### config.mk
export PLATFORM = sky130hd
export DESIGN_NAME = lmr_top
export DESIGN_NICKNAME = d
export VERILOG_FILES = /design/src/rtl/lmr_pkg.sv /design/src/rtl/lmr_regs.sv /design/src/rtl/lmr_line.sv /design/src/rtl/lmr_arb.sv /design/src/rtl/lmr_top.sv
export SDC_FILE = /design/constraint.sdc
export NUM_CORES = 1
export LEC_CHECK = 0
export BUFFER_PORTS_ARGS = -buffer_cell sky130_fd_sc_hd__buf_2
export CAP_MARGIN = 10
export CELL_PAD_IN_SITES_DETAIL_PLACEMENT = 1
export CELL_PAD_IN_SITES_GLOBAL_PLACEMENT = 1
export CORE_MARGIN = 5
export CORE_UTILIZATION = 42
export CTS_BUF_LIST = sky130_fd_sc_hd__clkbuf_4 sky130_fd_sc_hd__clkbuf_8
export DETAILED_ROUTE_END_ITERATION = 7
export PLACE_DENSITY = 0.79
export SLEW_MARGIN = 15
export SYNTH_ARGS = -nofsm -noshare
export SYNTH_HDL_FRONTEND = slang
export SYNTH_SLANG_ARGS = --single-unit
### constraint.sdc
create_clock -name clk -period 3 [get_ports clk]
set_clock_uncertainty 0.05 [all_clocks]
set_input_delay 0.3 -clock clk [delete_from_list [all_inputs] [get_ports clk]]
set_output_delay 0.3 -clock clk [all_outputs]
set_load 0.02 [all_outputs]
### src/rtl/lmr_pkg.sv
package lmr_pkg;

    localparam logic [7:0] OFS_SELECT = 8'h00;
    localparam logic [7:0] OFS_WINDOW = 8'h10;
    localparam logic [7:0] OFS_EOI    = 8'h40;

    localparam logic [7:0] IDX_VERSION = 8'h01;
    localparam logic [7:0] IDX_TABLE   = 8'h10;

    localparam int BIT_ACT_LOW = 13;
    localparam int BIT_LEVEL   = 15;
    localparam int BIT_MASK    = 16;

    typedef struct packed {
        logic [7:0] vec;
        logic       act_low;
        logic       level;
        logic       mask;
        logic [7:0] dst_id;
        logic [7:0] dst_eid;
    } lmr_entry_t;

    localparam lmr_entry_t ENTRY_RESET = '{vec: 8'h00, act_low: 1'b0, level: 1'b0,
                                           mask: 1'b1, dst_id: 8'h00, dst_eid: 8'h00};

endpackage

### src/rtl/lmr_regs.sv
module lmr_regs
    import lmr_pkg::*;
#(
    parameter int         NUM_LINES = 7,
    parameter logic [7:0] VERSION   = 8'h21
) (
    input  logic                         clk,
    input  logic                         rst_n,
    input  logic                         wr_en,
    input  logic [7:0]                   addr,
    input  logic [31:0]                  wdata,
    output logic [31:0]                  rdata,
    output lmr_entry_t [NUM_LINES-1:0]   entries,
    output logic [NUM_LINES-1:0]         eoi
);

    localparam logic [7:0] MAX_ENTRY = 8'(NUM_LINES - 1);

    typedef struct packed {
        logic [7:0]                 sel;
        lmr_entry_t [NUM_LINES-1:0] tbl;
    } regs_t;

    regs_t st_d, st_q;

    logic [7:0] win_off;
    logic [6:0] win_line;
    logic       win_hi;
    logic       win_in_tbl;

    assign win_off    = st_q.sel - IDX_TABLE;
    assign win_line   = win_off[7:1];
    assign win_hi     = win_off[0];
    assign win_in_tbl = (st_q.sel >= IDX_TABLE);

    always_comb begin
        st_d = st_q;
        eoi  = '0;
        if (wr_en) begin
            if (addr == OFS_SELECT) begin
                st_d.sel = wdata[7:0];
            end else if (addr == OFS_WINDOW) begin
                for (int i = 0; i < NUM_LINES; i++) begin
                    if (win_in_tbl && (win_line == 7'(i))) begin
                        if (win_hi) begin
                            st_d.tbl[i].dst_id  = wdata[31:24];
                            st_d.tbl[i].dst_eid = wdata[23:16];
                        end else begin
                            st_d.tbl[i].vec     = wdata[7:0];
                            st_d.tbl[i].act_low = wdata[BIT_ACT_LOW];
                            st_d.tbl[i].level   = wdata[BIT_LEVEL];
                            st_d.tbl[i].mask    = wdata[BIT_MASK];
                        end
                    end
                end
            end else if (addr == OFS_EOI) begin
                for (int i = 0; i < NUM_LINES; i++) begin
                    if (wdata == 32'(i)) begin
                        eoi[i] = 1'b1;
                    end
                end
            end
        end
    end

    always_comb begin
        rdata = '0;
        if (addr == OFS_SELECT) begin
            rdata = {24'h0, st_q.sel};
        end else if (addr == OFS_WINDOW) begin
            if (st_q.sel == IDX_VERSION) begin
                rdata = {8'h00, MAX_ENTRY, 8'h00, VERSION};
            end
            for (int i = 0; i < NUM_LINES; i++) begin
                if (win_in_tbl && (win_line == 7'(i))) begin
                    if (win_hi) begin
                        rdata = {st_q.tbl[i].dst_id, st_q.tbl[i].dst_eid, 16'h0000};
                    end else begin
                        rdata = {15'h0, st_q.tbl[i].mask, st_q.tbl[i].level, 1'b0,
                                 st_q.tbl[i].act_low, 5'h00, st_q.tbl[i].vec};
                    end
                end
            end
        end
    end

    always_ff @(posedge clk) begin
        if (!rst_n) begin
            st_q.sel <= '0;
            for (int i = 0; i < NUM_LINES; i++) begin
                st_q.tbl[i] <= ENTRY_RESET;
            end
        end else begin
            st_q <= st_d;
        end
    end

    assign entries = st_q.tbl;

    a_r9_eoi_onehot: assert property (@(posedge clk) disable iff (!rst_n)
        $onehot0(eoi));

endmodule

### src/rtl/lmr_line.sv
module lmr_line
    import lmr_pkg::*;
(
    input  logic       clk,
    input  logic       rst_n,
    input  logic       irq,
    input  lmr_entry_t cfg,
    input  logic       eoi,
    input  logic       grant,
    output logic       req
);

    typedef struct packed {
        logic prev_act;
        logic pending;
        logic in_svc;
    } line_t;

    line_t st_d, st_q;
    logic  act;
    logic  rise;

    assign act  = irq ^ cfg.act_low;
    assign rise = act & ~st_q.prev_act;

    always_comb begin
        st_d          = st_q;
        st_d.prev_act = act;
        if (cfg.level) begin
            req          = act & ~st_q.in_svc & ~cfg.mask;
            st_d.pending = 1'b0;
            if (grant) begin
                st_d.in_svc = 1'b1;
            end else if (eoi) begin
                st_d.in_svc = 1'b0;
            end
        end else begin
            req          = st_q.pending & ~cfg.mask;
            st_d.pending = (st_q.pending & ~grant) | (rise & ~cfg.mask);
            st_d.in_svc  = 1'b0;
        end
    end

    always_ff @(posedge clk) begin
        if (!rst_n) begin
            st_q <= '0;
        end else begin
            st_q <= st_d;
        end
    end

    // once served, a level line stays quiet until an end-of-interrupt arrives
    a_r7_quiet_in_service: assert property (@(posedge clk) disable iff (!rst_n)
        (cfg.level && st_q.in_svc && !eoi) |=> !(grant && $past(cfg.level)));

endmodule

### src/rtl/lmr_arb.sv
module lmr_arb
    import lmr_pkg::*;
#(
    parameter int NUM_LINES = 7
) (
    input  logic                       clk,
    input  logic                       rst_n,
    input  logic [NUM_LINES-1:0]       req,
    input  lmr_entry_t [NUM_LINES-1:0] entries,
    input  logic                       ready,
    output logic [NUM_LINES-1:0]       grant,
    output logic                       valid,
    output logic [15:0]                addr,
    output logic [7:0]                 data
);

    typedef struct packed {
        logic        valid;
        logic [15:0] addr;
        logic [7:0]  data;
    } out_t;

    out_t st_d, st_q;
    logic slot_free;
    logic found;

    assign slot_free = ~st_q.valid | ready;

    always_comb begin
        st_d  = st_q;
        grant = '0;
        found = 1'b0;
        if (ready) begin
            st_d.valid = 1'b0;
        end
        if (slot_free) begin
            for (int i = 0; i < NUM_LINES; i++) begin
                if (req[i] && !found) begin
                    found      = 1'b1;
                    grant[i]   = 1'b1;
                    st_d.valid = 1'b1;
                    st_d.addr  = {entries[i].dst_id, entries[i].dst_eid};
                    st_d.data  = entries[i].vec;
                end
            end
        end
    end

    always_ff @(posedge clk) begin
        if (!rst_n) begin
            st_q <= '0;
        end else begin
            st_q <= st_d;
        end
    end

    assign valid = st_q.valid;
    assign addr  = st_q.addr;
    assign data  = st_q.data;

    a_r11_single_grant: assert property (@(posedge clk) disable iff (!rst_n)
        $onehot0(grant));

    a_r11_grant_requested: assert property (@(posedge clk) disable iff (!rst_n)
        (grant & ~req) == '0);

    a_r12_hold_stable: assert property (@(posedge clk) disable iff (!rst_n)
        (valid && !ready) |=> (valid && $stable(addr) && $stable(data)));

    a_r12_drop_only_on_accept: assert property (@(posedge clk) disable iff (!rst_n)
        $fell(valid) |-> $past(ready));

endmodule

### src/rtl/lmr_top.sv
module lmr_top
    import lmr_pkg::*;
#(
    parameter int         NUM_LINES = 7,
    parameter logic [7:0] VERSION   = 8'h21
) (
    input  logic                 clk,
    input  logic                 rst_n,
    input  logic                 reg_wr_en,
    input  logic [7:0]           reg_addr,
    input  logic [31:0]          reg_wdata,
    output logic [31:0]          reg_rdata,
    input  logic [NUM_LINES-1:0] irq_in,
    output logic                 msg_valid,
    input  logic                 msg_ready,
    output logic [15:0]          msg_addr,
    output logic [7:0]           msg_data
);

    lmr_entry_t [NUM_LINES-1:0] entries;
    logic [NUM_LINES-1:0]       eoi;
    logic [NUM_LINES-1:0]       req;
    logic [NUM_LINES-1:0]       grant;
    logic [NUM_LINES-1:0]       mask_vec;

    lmr_regs #(
        .NUM_LINES (NUM_LINES),
        .VERSION   (VERSION)
    ) u_regs (
        .clk     (clk),
        .rst_n   (rst_n),
        .wr_en   (reg_wr_en),
        .addr    (reg_addr),
        .wdata   (reg_wdata),
        .rdata   (reg_rdata),
        .entries (entries),
        .eoi     (eoi)
    );

    for (genvar g = 0; g < NUM_LINES; g++) begin : g_line
        lmr_line u_line (
            .clk   (clk),
            .rst_n (rst_n),
            .irq   (irq_in[g]),
            .cfg   (entries[g]),
            .eoi   (eoi[g]),
            .grant (grant[g]),
            .req   (req[g])
        );
        assign mask_vec[g] = entries[g].mask;
    end

    lmr_arb #(
        .NUM_LINES (NUM_LINES)
    ) u_arb (
        .clk     (clk),
        .rst_n   (rst_n),
        .req     (req),
        .entries (entries),
        .ready   (msg_ready),
        .grant   (grant),
        .valid   (msg_valid),
        .addr    (msg_addr),
        .data    (msg_data)
    );

    a_r10_masked_silent: assert property (@(posedge clk) disable iff (!rst_n)
        (grant & mask_vec) == '0);

endmodule

==> results.py, run 1 <==
metrics = {
    "job": {
        "cap_violations": 0,
    },
    "floorplanning": {
        "placeable_core_region_um2": 31300,
        "placementRows": 65,
        "floorplan.die_area_um2": 35100,
        "initial_core_util_pct": 42.2,
        "chipHeight_um": 187,
        "fp.dieW_um": 187,
        "io_pins": 108,
    },
    "clock_tree": {
        "insertion_delay_to_the_later_sink_of_the_worst_skew_pair_ns": 0.57,
        "holdBufCountCts": 0,
        "clock_pin_transition_on_the_worst_setup_and_hold_timing_paths_ns": 0.06,
        "ctsRootBufferMaster": "sky130_fd_sc_hd__clkbuf_8",
        "clk_path_buf_depth": 3,
        "tritoncts.num_buffers": 43,
        "cts_max_level": 2,
        "cts_tree": "yes",
        "cts_num_sinks": 243,
    },
    "logic_synthesis": {
        "synth_top_area_share_pct": 36.8,
        "netlist_top_cells_count": "sky130_fd_sc_hd__nand2_1, sky130_fd_sc_hd__dfxtp_1, sky130_fd_sc_hd__nand3_1",
        "cell_with_the_most_instances_after_synthesis": "sky130_fd_sc_hd__nand2_1",
        "number_of_enable_type_register_cells_in_the_synthesized_netlist": 0,
        "yosys_most_used_dff": "sky130_fd_sc_hd__dfxtp_1",
        "postSynthCellCount": 1631,
        "async_flop_share_pct": 0,
        "syn_area_um2": 13200,
        "synth_area_leaders": "sky130_fd_sc_hd__dfxtp_1, sky130_fd_sc_hd__mux2i_1, sky130_fd_sc_hd__nand2_1",
        "synth_top_cell_by_area": "sky130_fd_sc_hd__dfxtp_1",
        "syn-mean-instance-area_um2": 8.09,
        "synth.yosys.warnings": 0,
        "unique_masters_post_synth": 68,
        "ys_seq_elements": 243,
        "synth.yosys.seq_area_share_pct": 36.8,
    },
    "status": {
        "violations_in_the_final_reports": "negative setup slack",
        "run_status": "finished, violations left",
    },
    "sta": {
        "max_slew.worst_pin.slew_ns": 1.00,
        "final-max-slew-violation-count": 0,
        "clock.fmax_ghz": 0.296,
        "final.setup.worst_slack_ns": -0.381,
        "timing_hold_violations_final": 0,
        "finalSetupViolations": 26,
        "final.min_clock_period_ns": 3.38,
        "final_min_period_over_clock_period_pct": 113,
        "slew_headroom_pct": 32.3,
        "rsz_0062_raised_after_global_routing": "yes",
    },
    "finish": {
        "final_util_pct": 51.1,
        "layout.nets": 1802,
        "areaGrowthSynthToFinish_pct": 21.1,
        "post_route_cells_drive_above_1_share_pct": 21.9,
        "fillers": 3729,
        "antenna_cells": 0,
        "summed_area_of_non_filler_cells_in_the_final_layout_um2": 16000,
    },
    "global_route": {
        "grt_start_max_net_pins": 234,
        "vias_in_the_first_global_route": 14100,
        "grt_pass1_wl_um": 87800,
        "number_of_antenna_violations_at_the_first_check_in_global_routing": 1,
        "gr-usage-all-layers_pct": 32.0,
        "grt-ovfl-total": 0,
    },
    "power_and_ir_drop": {
        "power_density_nw_per_um2": 418,
        "static_leakage_power_uw": 0.00570,
        "vdd.ir_drop.worst_mv": 0.188,
    },
    "drt": {
        "first_iter_violations": 1666,
        "vias_per_cell": 6.42,
        "wl_per_cell_um": 26.9,
        "drt-pass1-iter-count": 7,
        "dr_total_vias": 14000,
        "wirelength_um": 58600,
        "detail-route-antenna-nets": 0,
        "drcViolationCount": 0,
    },
    "placement": {
        "placement.io_buffers": 101,
        "detailedPlacementHpwl_um": 41800,
        "placement.cell_area_um2": 14600,
        "gpl.final_weighted_congestion": 1.02,
    },
    "setup_path": {
        "crit_path_required_time_ns": 2.65,
        "critPathLaunchType": "flip-flop",
        "path_max_fanout": 5,
        "worstSetupEndpointType": "output port",
        "timing.setup.critical_path_class": "reg2out",
        "worst-endpoint-arrival_ns": 3.03,
        "timing.reg2reg.setup_slack_ns": 0.11,
    },
    "min_path": {
        "hold_class": "in2reg",
    },
}
-- final timing paths --
kind                                  from                       end  cells after the start
setup / recovery          u_regs.st_q[194]             reg_rdata[18]                     11
hold / removal                   irq_in[6]  g_line[6].u_line.st_q[1]                      4
setup reg to reg          u_regs.st_q[194]        u_regs.entries[79]                      9
hold reg to reg   g_line[6].u_line.st_q[1]  g_line[6].u_line.st_q[1]                      2
-- per-layer routing --
layer	part of all wire, %	track usage, %
met3	10	6.76
met5	0.18	1.79
met1	43	44.8
met4	3.3	10.6
met2	43	48.9
-- cells in the final DEF, fill, tap and decap left out, drive strengths merged, types with 5 or more instances in the layout --
| master | instances |
|---|---|
| a21o | 16 |
| conb | 6 |
| inv | 6 |
| mux2i | 104 |
| mux2 | 12 |
| nor3b | 15 |
| o22ai | 22 |
| o21ai | 67 |
| nor2 | 44 |
| and2 | 9 |
| o211ai | 5 |
| clkinv | 8 |
| o2bb2ai | 5 |
| a32oi | 16 |
| clkbuf | 64 |
| nor2b | 97 |
| nand2 | 249 |
| a22o | 21 |
| a222oi | 5 |
| nand2b | 13 |
| buf | 231 |
| and3 | 16 |
| nor4 | 14 |
| a221o | 13 |
| nand3 | 132 |
| nand4 | 17 |
| a21oi | 80 |
| o221ai | 14 |
| dfxtp | 243 |
| nor3 | 15 |
| a22oi | 40 |
| a21boi | 106 |
| a221oi | 19 |
-- state kept, by name (all words and copies together) (netlist names) --
signal and count:
g_line.u_line.st_q 21, u_arb.addr 16, u_arb.data 8, u_arb.valid 1
u_regs.entries 189, u_regs.st_q 8
-- critical path, stage by stage (launching register included) --
cell and delay (ns):
sky130_fd_sc_hd__dfxtp_2 0.33, sky130_fd_sc_hd__inv_4 0.08, sky130_fd_sc_hd__ha_4 0.13, sky130_fd_sc_hd__or3b_4 0.39
sky130_fd_sc_hd__a2111oi_4 0.33, sky130_fd_sc_hd__o2111a_2 0.32, sky130_fd_sc_hd__buf_12 0.16, sky130_fd_sc_hd__buf_12 0.11
sky130_fd_sc_hd__a22o_1 0.15, sky130_fd_sc_hd__a21oi_2 0.06, sky130_fd_sc_hd__o22ai_2 0.25, sky130_fd_sc_hd__buf_6 0.16
-- power breakdown --
part / switching [uW] / leakage (uW) / internal (uW) / total (uW)
Combinational: 190 / 0.00329 / 92.1 / 282
Sequential: 1.72 / 0.00196 / 3230 / 3230
Clock: 1410 / 0.000457 / 1750 / 3170
-- metrics by stage --
stage	TNS (ns)	setup slack (ns)	cells	hold slack (ns)	total power, uW
5_1_grt	-9.46	-0.462	2176	0.0494	6880
4_1_cts	-7.50	-0.404	2173	0.0249	6700
3_5_place_dp	-0.136	-0.0688	2094	0.404	3580
3_3_place_gp	0	0.0616	2094	0.391	3570
6_report	-6.99	-0.381	2176	0.0308	6680
2_1_floorplan	0	0.0306	1636	0.377	3460
-- cell type report --
type / count / area, um2 / share of cell area (%)
clock buffers: 63 / 786 / 4.91
clock inverters: 8 / 67.6 / 0.423
inverters: 8 / 37.5 / 0.235
multi-input cells: 1220 / 7980 / 49.9
flip-flops and latches: 243 / 4870 / 30.5
well taps: 402 / 503 / 3.15
repair buffers: 232 / 1750 / 10.9
-- logic make-up (layout without fill, tap and decap cells) --
family / Yosys count / count (layout) / share of synthesized area (%)
adder cells (fa/ha/maj): 3 / 3 / 0.284
AND/OR/NAND/NOR: 637 / 637 / 23.9
multiplexers: 116 / 116 / 8.91
flip-flops: 243 / 243 / 36.8
buffers and inverters: 173 / 311 / 5.55
other: 1 / 6 / 0.0284
AO/OA/AOI/OAI: 451 / 451 / 24.0
XOR/XNOR: 7 / 7 / 0.464
-- what timing repair did --
action / CTS / global route
hold endpoints to repair: 0 / 0
cloned: 1 / 0
gates resized for setup: 79 / 22
endpoints found under the setup margin: 26 / 26
buffers inserted: 7 / 3
pin swaps: 26 / 22
(Power assumes the default switching activity.)
==> inputs of run 2 (changes only) <==
--- a/config.mk
+++ b/config.mk
@@ -11,7 +11,7 @@
 export CELL_PAD_IN_SITES_GLOBAL_PLACEMENT = 1
 export CORE_MARGIN = 5
 export CORE_UTILIZATION = 42
-export CTS_BUF_LIST = sky130_fd_sc_hd__clkbuf_4 sky130_fd_sc_hd__clkbuf_8
+export CTS_BUF_LIST = sky130_fd_sc_hd__clkbuf_2
 export DETAILED_ROUTE_END_ITERATION = 7
 export PLACE_DENSITY = 0.79
 export SLEW_MARGIN = 15
==> run 2 against run 1 <==
Effect of this change: the run still ends with negative setup slack left; fmax shrank 8.3%; sequential power is essentially flat; register-to-register slack gained 0.06 ns; wire length grew 0.41%; largest cell class unchanged.
==> results.py, run 2 (synthesis results as in run 1) <==
metrics = {
    "status": {
        "run_status": "finished, violations left",
        "violations_in_the_final_reports": "negative setup slack",
    },
    "placement": {
        "placement.io_buffers": 101,
        "detailedPlacementHpwl_um": 41800,
        "gpl.final_weighted_congestion": 1.02,
        "place_inst": 2094,
    },
    "setup_path": {
        "path_max_fanout": 5,
        "worst-endpoint-arrival_ns": 3.34,
        "crit_path_required_time_ns": 2.65,
        "timing.setup.critical_path_class": "reg2out",
        "cp_common_cell": "sky130_fd_sc_hd__buf_12",
        "cpMaxStageDelayCell": "sky130_fd_sc_hd__or3b_4",
        "critical_path.n_buffers_inverters": 4,
        "critical_path.cell_chain": "inv_4, ha_4, or3b_4, a2111oi_4, o2111a_2, buf_12, buf_12, a22o_1, a21oi_2, o22ai_2, buf_6",
        "timing.critical_path.max_delay_family": "compound AO/OA/AOI/OAI gates",
        "critPathLaunchType": "flip-flop",
        "timing.critical_path.slowest_cell_delay_ns": 0.38,
        "worstSetupEndpointType": "output port",
    },
    "finish": {
        "post_route_cells_drive_above_1_share_pct": 22.8,
        "largest_register_ffs": 189,
        "areaGrowthSynthToFinish_pct": 22.1,
        "layout.nets": 1865,
        "most_common_cell_after_layout_fill_and_taps_aside": "sky130_fd_sc_hd__nand2_1",
        "finish.cell_count_without_fillers": 2261,
        "area_taken_by_multi_input_logic_gates_um2": 8000,
        "layout_common_cells": "sky130_fd_sc_hd__nand2_1, sky130_fd_sc_hd__dfxtp_1, sky130_fd_sc_hd__nand3_1",
        "fillers": 3807,
        "seq_area_um2": 4870,
    },
    "clock_tree": {
        "ctsRootBufferMaster": "sky130_fd_sc_hd__clkbuf_2",
        "cts_max_level": 3,
        "clock_pin_transition_on_the_worst_setup_and_hold_timing_paths_ns": 0.10,
        "cts_tree": "yes",
        "cts_num_sinks": 243,
        "insertion_delay_to_the_later_sink_of_the_worst_skew_pair_ns": 0.88,
        "clk_path_buf_depth": 3,
        "tritoncts.num_buffers": 68,
    },
    "drt": {
        "first_iter_violations": 1712,
        "detail-route-antenna-nets": 0,
        "drcViolationCount": 0,
        "wirelength_um": 58800,
        "dr_total_vias": 14300,
        "drt-pass1-iter-count": 8,
        "wl_per_cell_um": 26.0,
        "vias_per_cell": 6.32,
    },
    "floorplanning": {
        "initial_core_util_pct": 42.2,
        "floorplan.die_area_um2": 35100,
        "placeable_core_region_um2": 31300,
        "placementRows": 65,
        "io_pins": 108,
        "chipHeight_um": 187,
        "fp.dieW_um": 187,
    },
    "global_route": {
        "gr-usage-all-layers_pct": 32.2,
        "grt-ovfl-total": 0,
        "grt_pass1_wl_um": 88700,
        "vias_in_the_first_global_route": 14500,
        "number_of_antenna_violations_at_the_first_check_in_global_routing": 4,
        "grt_start_max_net_pins": 234,
    },
    "min_path": {
        "hold_class": "in2reg",
    },
    "power_and_ir_drop": {
        "power_density_nw_per_um2": 366,
        "design_power_total_uw": 5910,
        "vdd.ir_drop.worst_mv": 0.151,
        "static_leakage_power_uw": 0.00586,
    },
    "job": {
        "cap_violations": 0,
    },
    "sta": {
        "rsz_0062_raised_after_global_routing": "yes",
        "finalSetupViolations": 26,
        "final-max-slew-violation-count": 0,
        "timing_hold_violations_final": 0,
        "slew_headroom_pct": 32.9,
        "final.setup.worst_slack_ns": -0.686,
        "final.min_clock_period_ns": 3.69,
        "max_slew.worst_pin.slew_ns": 0.993,
        "final_min_period_over_clock_period_pct": 123,
        "clock.fmax_ghz": 0.271,
    },
}
==> run 2: final timing paths <==
kind	startpoint	to	slack, ns	cells past startpoint
worst max-delay path	u_regs.st_q[194]	reg_rdata[18]	-0.69	11
worst min-delay path	reg_addr[2]	u_regs.entries[35]	0.18	6
worst max register to register	u_regs.st_q[194]	u_regs.entries[71]	0.17	9
worst min register to register	g_line[6].u_line.st_q[1]	g_line[6].u_line.st_q[1]	0.42	2
==> run 2: repair_timing <==
item | CTS | global route
gates resized for setup | 79 | 27
hold buffers | 38 | 0
gates cloned | 1 | 0
setup buffers | 7 | 3
pin swaps | 26 | 20
hold endpoints to repair | 218 | 0
endpoints found under the setup margin | 26 | 26
==> run 2: worst min-delay path: stages <==
cell and delay, ns:
sky130_fd_sc_hd__buf_2 0.08, sky130_fd_sc_hd__nor4_2 0.06, sky130_fd_sc_hd__nand4_2 0.25, sky130_fd_sc_hd__nor2_2 0.17
sky130_fd_sc_hd__nand3_1 0.11, sky130_fd_sc_hd__a21boi_0 0.07
==> run 2: per-layer routing <==
layer / GRT usage, % / vias up / wire length (um)
met1: 44.9 / 7039 / 24900
met5: 1.79 / - / 110
li1: - / 6281 / -
met4: 9.84 / 6 / 1670
met2: 49.5 / 828 / 25600
met3: 7.67 / 137 / 6480
==> run 2: cell type report <==
class,instances,area share (%)
multi-input cells,1220,49.6
clock buffers,102,3.17
inverters,8,0.233
repair buffers,270,13.3
well taps,402,3.12
flip-flops and latches,243,30.2
clock inverters,11,0.264
diodes,5,0.0776
==> run 2: stage by stage <==
step | hold WS (ns) | setup slack [ns] | instance area [um2] | TNS, ns | utilization (%)
after global placement | 0.391 | 0.0616 | 14600 | 0 | 46.7
final | 0.178 | -0.686 | 16100 | -15.03 | 51.5
after global routing | 0.0922 | -0.857 | 16100 | -19.84 | 51.5
after detailed placement | 0.404 | -0.0688 | 14600 | -0.136 | 46.7
after CTS | 0.0808 | -0.734 | 15900 | -16.06 | 50.9
after floorplan | 0.377 | 0.0306 | 13300 | 0 | -
==> run 2: report_power, final <==
group	internal (uW)	leakage [uW]	switching, uW	total [uW]
logic	124	0.00346	195	319
clock network	884	0.000443	1470	2360
registers	3230	0.00196	1.92	3230
